`config.mk`:
```
export PLATFORM = sky130hd
export DESIGN_NAME = phrase_seq
export DESIGN_NICKNAME = d
export VERILOG_FILES = /design/src/rtl/phrase_pkg.sv /design/src/rtl/phrase_dwell_dp.sv /design/src/rtl/phrase_seq_ctrl.sv /design/src/rtl/phrase_seq.sv
export SDC_FILE = /design/constraint.sdc
export NUM_CORES = 1
export LEC_CHECK = 0
export BUFFER_PORTS_ARGS = -buffer_cell sky130_fd_sc_hd__clkbuf_2
export CAP_MARGIN = 20
export CORE_AREA = 10 10 47 49
export DETAILED_ROUTE_END_ITERATION = 16
export DIE_AREA = 0 0 57 59
export GPL_ROUTABILITY_DRIVEN = 1
export GPL_TIMING_DRIVEN = 0
export PLACE_DENSITY = 0.57
export SYNTH_ARGS = -nofsm -noshare
export SYNTH_HDL_FRONTEND = slang
export SYNTH_SLANG_ARGS = --single-unit
export TNS_END_PERCENT = 1
```
`constraint.sdc`:
```
create_clock -name clk -period 1.6 [get_ports clk]
set_input_delay 0 -clock clk [delete_from_list [all_inputs] [get_ports clk]]
set_output_delay 0 -clock clk [all_outputs]
set_load 0.005 [all_outputs]
```
`src/rtl/phrase_pkg.sv`:
```
package phrase_pkg;
  localparam int DEF_DWELL = 10;
  localparam int DEF_NUM_CHARS = 6;
  localparam logic [23:0] DEF_PHRASE = 24'hC0E312;

  typedef struct packed {
    logic tick;
    logic reload;
  } dwellCtl_t;
endpackage

```
`src/rtl/phrase_dwell_dp.sv`:
```
module phrase_dwell_dp
  import phrase_pkg::*;
#(
  parameter int DWELL = DEF_DWELL,
  localparam int CNT_W = $clog2(DWELL + 1)
) (
  input  logic             clk,
  input  logic             rst,
  input  dwellCtl_t        ctl,
  output logic [CNT_W-1:0] count,
  output logic             atLimit
);
  localparam logic [CNT_W-1:0] LIMIT = CNT_W'(DWELL);
  localparam logic [CNT_W-1:0] ONE = CNT_W'(1);

  always_ff @(posedge clk) begin
    if (rst) begin
      count <= '0;
    end else if (ctl.reload) begin
      count <= ONE;
    end else if (ctl.tick) begin
      count <= count + ONE;
    end
  end

  assign atLimit = (count == LIMIT);

  p_hold_r2: assert property (@(posedge clk) disable iff (rst)
    !ctl.tick |=> $stable(count));
  p_reload_r4: assert property (@(posedge clk) disable iff (rst)
    ctl.reload |=> count == ONE);
  p_no_overflow_r4: assert property (@(posedge clk) disable iff (rst)
    count <= LIMIT);
  p_step_r4: assert property (@(posedge clk) disable iff (rst)
    ctl.tick && !ctl.reload |=> count == $past(count) + ONE);
endmodule

```
`src/rtl/phrase_seq_ctrl.sv`:
```
module phrase_seq_ctrl
  import phrase_pkg::*;
#(
  parameter int NUM_CHARS = DEF_NUM_CHARS,
  localparam int IDX_W = $clog2(NUM_CHARS)
) (
  input  logic             clk,
  input  logic             rst,
  input  logic             countEn,
  input  logic             atLimit,
  output dwellCtl_t        ctl,
  output logic [IDX_W-1:0] idx,
  output logic             running
);
  typedef enum logic {PH_LEAD, PH_RUN} phase_t;
  localparam logic [IDX_W-1:0] LAST = IDX_W'(NUM_CHARS - 1);

  phase_t phase;
  logic   advance;

  assign advance = countEn && atLimit;

  always_comb begin
    ctl.tick = countEn;
    ctl.reload = advance;
  end

  always_ff @(posedge clk) begin
    if (rst) begin
      phase <= PH_LEAD;
      idx <= '0;
    end else if (advance) begin
      if (phase == PH_LEAD) begin
        phase <= PH_RUN;
        idx <= '0;
      end else if (idx == LAST) begin
        idx <= '0;
      end else begin
        idx <= idx + 1'b1;
      end
    end
  end

  assign running = (phase == PH_RUN);

  p_hold_state_r2: assert property (@(posedge clk) disable iff (rst)
    !countEn |=> $stable(idx) && $stable(running));
  p_no_fallback_r6: assert property (@(posedge clk) disable iff (rst)
    running |=> running);
  p_wrap_r6: assert property (@(posedge clk) disable iff (rst)
    running && advance && idx == LAST |=> idx == '0);
  p_first_char_r3: assert property (@(posedge clk) disable iff (rst)
    !running && advance |=> running && idx == '0);
  p_stay_r4: assert property (@(posedge clk) disable iff (rst)
    countEn && !atLimit |=> $stable(idx));
endmodule

```
`src/rtl/phrase_seq.sv`:
```
module phrase_seq
  import phrase_pkg::*;
#(
  parameter int DWELL = DEF_DWELL,
  parameter int NUM_CHARS = DEF_NUM_CHARS,
  parameter logic [4*NUM_CHARS-1:0] PHRASE = DEF_PHRASE,
  localparam int CNT_W = $clog2(DWELL + 1),
  localparam int IDX_W = $clog2(NUM_CHARS)
) (
  input  logic             clk,
  input  logic             rst,
  input  logic             countEn,
  output logic [3:0]       charOut,
  output logic [IDX_W-1:0] stateIdx,
  output logic [CNT_W-1:0] dwellCount,
  output logic             charValid
);
  dwellCtl_t  ctl;
  logic       atLimit;
  logic [3:0] charTable [NUM_CHARS];

  for (genvar g = 0; g < NUM_CHARS; g++) begin : g_table
    assign charTable[g] = PHRASE[4*(NUM_CHARS-1-g) +: 4];
  end

  phrase_dwell_dp #(.DWELL(DWELL)) u_dp (
    .clk(clk), .rst(rst), .ctl(ctl), .count(dwellCount), .atLimit(atLimit)
  );

  phrase_seq_ctrl #(.NUM_CHARS(NUM_CHARS)) u_ctrl (
    .clk(clk), .rst(rst), .countEn(countEn), .atLimit(atLimit),
    .ctl(ctl), .idx(stateIdx), .running(charValid)
  );

  always_comb begin
    charOut = 4'h0;
    if (charValid && (int'(stateIdx) < NUM_CHARS)) charOut = charTable[stateIdx];
  end

  p_char_stable_r7: assert property (@(posedge clk) disable iff (rst)
    $stable(stateIdx) && $stable(charValid) |-> $stable(charOut));
endmodule

```
# Yosys cells after proc, flatten, opt, wreduce, memory -nomap -nowiden
# Memories as Yosys holds them, arrays and structs flattened.
# Cells that the tools add are included.
# totals
register_bits	8
rom_bits	32
n_memories	1
elab_cells	23
out_inout_bits	12
# op_classes
n_reduce_logical	4
n_eq_ne	2
magnitude_cmp	2
muxes	7
n_addsub	2
n_bitwise	1
# mem_list
memory	depth	word_bits	rd	rd_ports_with_merged_regs	write_ports	line_no	text
(name not given)	8	4	1	0	0	phrase_seq.sv:37	if (charValid && (int'(stateIdx) < NUM_CHARS)) charOut = charTable[stateIdx];
# op_table
cell	count
$mux 4	3
$mux 3	2
$add 4x1->4 const B	1
$eq 4x4->1 const B	1
$ge 4x4->1 const B	1
$not 3->4	1
$add 3x1->3 const B	1
$eq 3x3->1 const B	1
$lt 3x3->1 const B	1
$logic_and 1x1->1	2
$mux 1	2
$reduce_bool 2->1	1
$reduce_or 2->1	1

# Longest topological paths before layout
# Gate-level depths: netlist of the first run.
# logic_depth
depth_word	5
ltp_mapped	5

# Cells and area by module
# A second synthesis of the first run with hierarchy kept.
# hier_totals
cells_unflattened	49
hier_area_um2	432.9
# modules_own_cells
mod	area_per_inst_um2	n_inst	cells_each
phrase_dwell_dp	202.7	1	20
phrase_seq_ctrl	171.4	1	21
phrase_seq	58.8	1	8

# Worst setup path before layout of the first run
# Ideal clock, no wire load.
# synth_path
kind	flip-flop to flip-flop
startpoint	register u_dp.count[1]
endpoint	register u_ctrl.idx[1]
synth_period_minus_slack_ps	1324
setup_ps	96
setup_slack_ps	276
arrival_ps	1228
required_time_ps	1504
path_stages_with_launch	5
cell_sequence	dfxtp_1 ha_1 nand3b_4 or3_4 o41ai_2
# synth_via
elab_chain_len	2
# synth_rtl
element	line_no	text
from (decl)	phrase_dwell_dp.sv:10	output logic [CNT_W-1:0] count,
from (signal assigned)	phrase_dwell_dp.sv:22	count <= count + ONE;
$eq 4x4->1	phrase_dwell_dp.sv:26	assign atLimit = (count == LIMIT);
$logic_and 1x1->1	phrase_seq_ctrl.sv:21	assign advance = countEn && atLimit;
to (signal assigned)	phrase_seq_ctrl.sv:39	idx <= idx + 1'b1;
to (decl)	phrase_seq_ctrl.sv:12	output logic [IDX_W-1:0] idx,
# Every way passes these cells.
# A chain may end at the register's enable or synchronous reset.

# Worst setup path after layout of the first run
# Ends and elaborated chain as after synthesis.

==> run summary, run 1 <==
### Worst setup path
- reg -> reg — critical path class
- 0 — crit path buf inv count
- sky130_fd_sc_hd__dfxtp_1 — Crit-path slowest cell
- ha_1 > nand3b_4 > or3_4 > o41ai_2 — ordered cell list for the critical path
- 5 — top fanout value on the critical path
- 1.55 ns — arrival time at the worst endpoint
- flop — Setup crit end kind
- 1.76 ns — WP data required
- flop — type of element launching the critical path
- 0.40 ns — Worst path max stage delay
- simple AND/OR/NAND/NOR gates — family with the most delay on the worst path

### Placement
- 75 — placed cell count
- 771.8 um — final HPWL from detailed placement
- 0.2218 ns — worst setup timing slack at the placement stage
- 0.7167 — routability congestion estimate from global placement
- 13 — count of input and output buffers

### Routing
- 12.08 um — routed length per instance
- 0 — Antenna Nets Post-Route
- 382 — number of vias in the routed layout
- 4.835 — mean number of vias per cell
- 2 — 1st-pass router iterations
- 4 — violation count after the first detailed-routing iteration
- 0 — DRC
- 954 um — Detailed Route WL

### Hold path
- in -> reg — path category of the worst min-delay check

### Power
- 0.0003254 V — worst-case vdd ir drop
- 0.386 — clock power share
- 0.540 — sequential power share
- 304.1 uW — cell-internal power
- 0.2688 nW — Leakage Power
- 0.074 — relative contribution of combinational cells to total power
- 87.21 uW — net switching power figure
- 0.2229 — net switching fraction of the power
- 719.0 mW/mm^2 — cell area power density

### Layout
- 79 — final standard cell count with taps included and fillers excluded
- 242.7 um^2 — multi-input gate area in the final layout
- 70 — number of nets in the finished design
- sky130_fd_sc_hd__clkbuf_2 — most frequent standard cell in the layout excluding fill and tap cells
- 146 — fill cell count
- 160.2 um^2 — storage element area
- 27.57% — Area growth, synth to finish
- 0 — count of antenna diodes in the layout
- sky130_fd_sc_hd__clkbuf_2 (13), sky130_fd_sc_hd__dfxtp_1 (8) — commonest non-fill, non-tap cells in the layout
- 0.3492 — fraction of layout cells with a size suffix above 1

### STA
- 0 — final slew viol count
- 0.002548 ns — clk_skew
- 0.03352 ns — final worst hold slack
- false — RSZ-0062 raised after global routing
- 0 — final count of hold timing violations
- 0 — # setup viols final
- 1.392 ns — final period demand of the worst path
- 0 ns — setup tns final
- 0.2330 ns — Worst Max-Slew Pin Slew
- 0.2084 ns — final setup slack of the worst path
- 0.8444 — worst relative slew slack
- 718.6 MHz — max frequency
- 0.8697 — Tcrit/Tclk final

### Floorplanning
- 14 — number of rows in the core area
- 0.003363 mm^2 — die footprint
- 15 — number of I/O pins
- 59 um — Die Height
- 0.001401 mm^2 — Placeable Area
- 0.3045 — starting density of the core
- 57 um — Die X

### Synthesis
- 9.275 um^2 — average cell area after synthesis
- 0 — Ys Warns
- 0 — share of synthesized registers carrying an async set or reset
- 0.04106 — xor and xnor fraction of the mapped netlist area
- sky130_fd_sc_hd__dfxtp_1 (38%), sky130_fd_sc_hd__ha_1 (5.9%), sky130_fd_sc_hd__nand3b_4 (4.7%) — most area-consuming cells after synthesis
- 8 — total of flip-flops plus latches after synthesis
- sky130_fd_sc_hd__dfxtp_1 — cell accounting for the most synthesized area
- 24 — post-synth cell types
- 0.05865 — fraction of the mapped netlist area in adder cells
- 426.7 um^2 — Netlist Area Pre-Place
- simple AND/OR/NAND/NOR gates — dominant combinational cell family by area after synthesis
- 0.2874 — post-synthesis simple-gate area fraction
- sky130_fd_sc_hd__dfxtp_1 — dominant register cell in the synthesized netlist
- 0.02346 — post-synthesis mux area share
- 46 — cell count after synthesis
- 0.3754 — area share of the largest cell type after synthesis
- 0.1584 — Synth Area in Compound Gates
- 0.3754 — fraction of the yosys area taken by sequential cells
- 51 — synthesized netlist net count
- 0 — number of synthesized flops with an enable pin

### Global route
- 1656 um — first-pass GRT wire length
- 0 — number of antenna violations at the first check in global routing
- 0.06201 — overall routing resource usage
- 0 — residual overflow from global routing
- 9 — largest net degree at the start of global routing
- 385 — number of global-route vias before repair

### Job
- 0 — Max-Cap Viols

### Clock tree
- 1 — count of H-tree levels built during CTS
- 0.05 ns — clock input transition at the sequential cells of the worst setup and hold paths
- 2 — maximum root-to-sink buffer count
- 3 — total clock buffers created by CTS
- built — clock tree from TritonCTS
- 0 — post-CTS sizing
- 0 — postcts setup bufs
- 8 — clock net sink count
- sky130_fd_sc_hd__clkbuf_4 — clock root buffer
- 0.25 ns — clock latency on the worst-skew pair

### Status
- complete, no violations — run status

[state kept, by name, indices dropped and copies added (netlist names)]
register,flops
u_dp.count,4
u_ctrl.idx,3
u_ctrl.running,1
[worst paths after layout]
kind | from | endpoint | slack [ns] | depth (start not counted)
worst max register to register | u_dp.count[1]$_SDFFE_PP0P_ | u_ctrl.idx[1]$_SDFFE_PP0P_ | 0.21 | 4
worst min-delay path | countEn | u_dp.count[1]$_SDFFE_PP0P_ | 0.03 | 2
worst max-delay path | u_dp.count[1]$_SDFFE_PP0P_ | u_ctrl.idx[1]$_SDFFE_PP0P_ | 0.21 | 4
worst min register to register | u_ctrl.idx[1]$_SDFFE_PP0P_ | u_ctrl.idx[1]$_SDFFE_PP0P_ | 0.54 | 1
[synthesized netlist by cell type, types with 2 or more instances]
| library cell | n |
|---|---|
| sky130_fd_sc_hd__a21oi_1 | 3 |
| sky130_fd_sc_hd__dfxtp_1 | 8 |
| sky130_fd_sc_hd__ha_1 | 2 |
| sky130_fd_sc_hd__inv_1 | 3 |
| sky130_fd_sc_hd__nand2_1 | 2 |
| sky130_fd_sc_hd__nand2b_1 | 2 |
| sky130_fd_sc_hd__nand3b_1 | 2 |
| sky130_fd_sc_hd__nor2_1 | 3 |
| sky130_fd_sc_hd__nor2b_1 | 3 |
| sky130_fd_sc_hd__o21ai_0 | 3 |
| sky130_fd_sc_hd__xor2_1 | 2 |
[power by group through the flow]
stage	clock, mW	sequential [mW]	combinational (mW)
detailed placement	0	0.216	0.0275
global route	0.173	0.212	0.0325
finish	0.151	0.211	0.0289
floorplan	0	0.215	0.0166
CTS	0.157	0.211	0.0295
global placement	0	0.215	0.0275
[repair_timing]
action                                  in CTS  in global routing
endpoints found under the setup margin       0                  0
hold buffers                                 1                  0
endpoints found under the hold margin        1                  0
[per-stage QoR]
| stage | power [mW] | cell area (um^2) | utilization |
|---|---|---|---|
| finish | 0.3913 | 544.3 | 0.3884 |
| global route | 0.4177 | 544.3 | 0.3884 |
| CTS | 0.3977 | 544.3 | 0.3884 |
| detailed placement | 0.2430 | 511.7 | 0.3652 |
| global placement | 0.2427 | 511.7 | 0.3652 |
| floorplan | 0.2314 | 426.7 | - |
[layer usage]
| layer | wire [um] | global-route usage | vias to the layer above |
|---|---|---|---|
| li1 | - | - | 193 |
| met1 | 473 | 0.05995 | 175 |
| met2 | 383 | 0.09147 | 14 |
| met3 | 97 | 0.04721 | 0 |
| met4 | 0 | 0.04027 | 0 |
| met5 | 0 | 0 | - |
[final cells by class]
cell class,count,share of cell area
Buffer,2,0.02299
Multi-Input combinational cell,33,0.4460
Tap cell,16,0.03678
Inverter,3,0.02069
Timing Repair Buffer,14,0.1379
Sequential cell,8,0.2943
Clock buffer,3,0.04138
[logic make-up (layout without fill, tap and decap cells)]
| logic type | Yosys count | in the layout |
|---|---|---|
| AND/OR/NAND/NOR | 18 | 18 |
| multiplexers | 1 | 1 |
| buffers and inverters | 5 | 22 |
| adder cells (fa/ha/maj) | 2 | 2 |
| AO/OA/AOI/OAI | 10 | 10 |
| flip-flops | 8 | 8 |
| XOR/XNOR | 2 | 2 |
Note: power is estimated with default switching activity, not from simulation.
==> inputs of run 2 (changes only) <==
--- a/config.mk
+++ b/config.mk
@@ -7,13 +7,14 @@
 export LEC_CHECK = 0
 export BUFFER_PORTS_ARGS = -buffer_cell sky130_fd_sc_hd__clkbuf_2
 export CAP_MARGIN = 20
-export CORE_AREA = 10 10 47 49
+export CORE_MARGIN = 10
+export CORE_UTILIZATION = 30
 export DETAILED_ROUTE_END_ITERATION = 16
-export DIE_AREA = 0 0 57 59
 export GPL_ROUTABILITY_DRIVEN = 1
 export GPL_TIMING_DRIVEN = 0
-export PLACE_DENSITY = 0.57
+export PLACE_DENSITY = 0.54
 export SYNTH_ARGS = -nofsm -noshare
 export SYNTH_HDL_FRONTEND = slang
+export SYNTH_HIERARCHICAL = 1
 export SYNTH_SLANG_ARGS = --single-unit
 export TNS_END_PERCENT = 1
==> run 2 against run 1 <==
  * Register-to-register slack got worse by 0.07 ns
  * Clock power barely moved
  * Largest cell class unchanged
  * Clock-buffer cell count did not move
  * Fmax fell by 5.0%
  * Wire length rose by 5.5%
==> run summary, run 2 <==
### STA
- 0 — final count of hold timing violations
- false — RSZ-0062 raised after global routing
- 0.005257 ns — clk_skew
- 1.465 ns — final period demand of the worst path
- 0.8175 — worst relative slew slack
- 0.9155 — Tcrit/Tclk final
- 0.2734 ns — Worst Max-Slew Pin Slew
- 682.7 MHz — max frequency
- 0 — # setup viols final
- 0 — final slew viol count
- 0.1351 ns — final setup slack of the worst path

### Power
- 92.96 uW — net switching power figure
- 0.384 — clock power share
- 402.4 uW — Final Total Pwr
- 0.0003798 V — worst-case vdd ir drop
- 0.2310 — net switching fraction of the power
- 0.2507 nW — Leakage Power
- 0.531 — sequential power share
- 0.085 — relative contribution of combinational cells to total power
- 711.6 mW/mm^2 — cell area power density
- 309.5 uW — cell-internal power

### Global route
- 1800 um — first-pass GRT wire length
- 0.06577 — overall routing resource usage
- 0 — residual overflow from global routing
- 0 — number of antenna violations at the first check in global routing
- 412 — number of global-route vias before repair
- 10 — largest net degree at the start of global routing

### Clock tree
- 1 — count of H-tree levels built during CTS
- sky130_fd_sc_hd__clkbuf_4 — clock root buffer
- 0.06 ns — clock input transition at the sequential cells of the worst setup and hold paths
- 0.25 ns — clock latency on the worst-skew pair
- 2 — maximum root-to-sink buffer count
- built — clock tree from TritonCTS
- 0 — postcts setup bufs
- 3 — total clock buffers created by CTS
- 8 — clock net sink count
- 0 — cts-stage hold buffer count

### Layout
- 0 — count of antenna diodes in the layout
- 4 — number of flip-flops in the largest register
- 30.64% — Area growth, synth to finish
- u_dp/count — top register by number of flip-flops
- 0.4242 — fraction of layout cells with a size suffix above 1
- 81 — final standard cell count with taps included and fillers excluded
- sky130_fd_sc_hd__clkbuf_2 — most frequent standard cell in the layout excluding fill and tap cells
- sky130_fd_sc_hd__clkbuf_2 (14), sky130_fd_sc_hd__dfxtp_1 (6), sky130_fd_sc_hd__a21oi_1 (4) — commonest non-fill, non-tap cells in the layout
- 73 — number of nets in the finished design

### Synthesis
- sky130_fd_sc_hd__dfxtp_1 (8), sky130_fd_sc_hd__a21oi_1 (4), sky130_fd_sc_hd__nand2_1 (4) — most frequent cells after synthesis
- 0.3699 — area share of the largest cell type after synthesis
- 432.9 um^2 — Netlist Area Pre-Place
- sky130_fd_sc_hd__dfxtp_1 — dominant register cell in the synthesized netlist
- 0 — number of synthesized flops with an enable pin
- 8 — total of flip-flops plus latches after synthesis
- 54 — synthesized netlist net count
- sky130_fd_sc_hd__dfxtp_1 — cell accounting for the most synthesized area
- sky130_fd_sc_hd__dfxtp_1 — leading cell type by number of instances after synthesis
- 49 — cell count after synthesis
- 25 — post-synth cell types
- 8.835 um^2 — average cell area after synthesis
- 0 — share of synthesized registers carrying an async set or reset
- 0.3699 — fraction of the yosys area taken by sequential cells
- sky130_fd_sc_hd__dfxtp_1 (37%), sky130_fd_sc_hd__ha_1 (5.8%), sky130_fd_sc_hd__buf_4 (5.2%) — most area-consuming cells after synthesis
- 6 — Ys Warns

### Routing
- 394 — number of vias in the routed layout
- 2 — violation count after the first detailed-routing iteration
- 3 — 1st-pass router iterations
- 0 — Antenna Nets Post-Route
- 12.42 um — routed length per instance
- 1006 um — Detailed Route WL
- 0 — DRC
- 4.864 — mean number of vias per cell

### Floorplanning
- 0.003362 mm^2 — die footprint
- 57.99 um — Die X
- 0.001334 mm^2 — Placeable Area
- 13 — number of rows in the core area
- 57.99 um — Die Height
- 15 — number of I/O pins
- 0.3246 — starting density of the core

### Worst setup path
- flop — Setup crit end kind
- flip-flops — family with the most delay on the worst path
- inv_1 > ha_1 > and3b_1 > nand2_2 > inv_4 > buf_4 > a2111oi_2 — ordered cell list for the critical path
- 3 — crit path buf inv count
- sky130_fd_sc_hd__dfxtp_4 — Crit-path slowest cell
- 5 — top fanout value on the critical path
- flop — type of element launching the critical path
- 1.75 ns — WP data required
- 1.61 ns — arrival time at the worst endpoint
- 0.37 ns — Worst path max stage delay
- reg -> reg — critical path class

### Placement
- 78 — placed cell count
- 750.1 um — final HPWL from detailed placement
- 14 — count of input and output buffers
- 0.6514 — routability congestion estimate from global placement
- -0.1096 ns — worst setup timing slack at the placement stage

### Status
- complete, no violations — run status

### Job
- 0 — Max-Cap Viols

### Hold path
- in -> reg — path category of the worst min-delay check

==> run 2: changes by cell type after synthesis, sizes merged, moves of 2 or more <==
| cell | before | now |
|---|---|---|
| nand2 | 2 | 4 |
| nor2b | 3 | 1 |
| nor3b | 0 | 2 |
| xor2 | 2 | 0 |
==> run 2: layout make-up <==
cell class	instances	area (um^2)
fillers	152	768.2
inverters	3	13.76
clock buffers	3	22.52
flip-flops and latches	8	165.2
repair buffers	14	70.07
multi-input cells	35	252.7
well taps	15	18.77
plain buffers	3	22.52
==> run 2: what timing repair did <==
| item | in CTS | in global routing |
|---|---|---|
| endpoints found under the hold margin | 0 | 0 |
| resized for setup | 2 | 7 |
| pin swaps | 0 | 0 |
| gates cloned | 0 | 0 |
| endpoints found under the setup margin | 2 | 2 |
==> run 2: metal layers <==
layer | part of all wire | track usage | vias up
li1 | - | - | 208
met1 | 0.54 | 0.07888 | 170
met2 | 0.38 | 0.08896 | 14
met3 | 0.074 | 0.02832 | 2
met4 | 0.0089 | 0.05034 | 0
met5 | 0 | 0 | -
==> run 2: worst reg2reg max path, stage by stage (launching register included) <==
cell,delay [ns]
sky130_fd_sc_hd__dfxtp_4,0.37
sky130_fd_sc_hd__inv_1,0.04
sky130_fd_sc_hd__ha_1,0.18
sky130_fd_sc_hd__and3b_1,0.17
sky130_fd_sc_hd__nand2_2,0.10
sky130_fd_sc_hd__inv_4,0.05
sky130_fd_sc_hd__buf_4,0.15
sky130_fd_sc_hd__a2111oi_2,0.30
==> run 2: logic make-up (layout without fill, tap and decap cells) <==
group,after synthesis,after routing,share of synthesized area
mux,1,1,0.02601
compound gates,11,11,0.1705
buf+inv,6,23,0.07803
simple gates,20,20,0.2774
fa+ha+maj,2,2,0.05779
flops,8,8,0.3699
xor+xnor,1,1,0.02023
==> run 2: power by group through the flow <==
stage / registers, mW / logic (mW) / clock network [mW]
after floorplan: 0.216 / 0.0158 / 0
after global placement: 0.217 / 0.0297 / 0
after detailed placement: 0.217 / 0.0304 / 0
after CTS: 0.214 / 0.0305 / 0.162
after global routing: 0.216 / 0.0389 / 0.174
final: 0.214 / 0.0343 / 0.154
==> run 2: worst paths after layout <==
path                                   start                         end  slack (ns)  cells after the start
setup reg to reg  u_dp/count[0]$_SDFFE_PP0P_  u_dp/count[1]$_SDFFE_PP0P_        0.14                      7
hold / removal                           rst  u_dp/count[0]$_SDFFE_PP0P_        0.05                      2
setup / recovery  u_dp/count[0]$_SDFFE_PP0P_  u_dp/count[1]$_SDFFE_PP0P_        0.14                      7
hold reg to reg   u_dp/count[1]$_SDFFE_PP0P_  u_dp/count[1]$_SDFFE_PP0P_        0.55                      2
==> run 2: through the flow <==
step,hold slack [ns],TNS [ns],utilization,cell area [um^2]
floorplan,0.06907,0,-,432.9
global placement,0.3017,-0.1248,0.3912,521.8
detailed placement,0.2989,-0.1596,0.3912,521.8
CTS,0.02192,0,0.4099,546.8
global route,0.05965,0,0.4240,565.5
finish,0.04626,0,0.4240,565.5
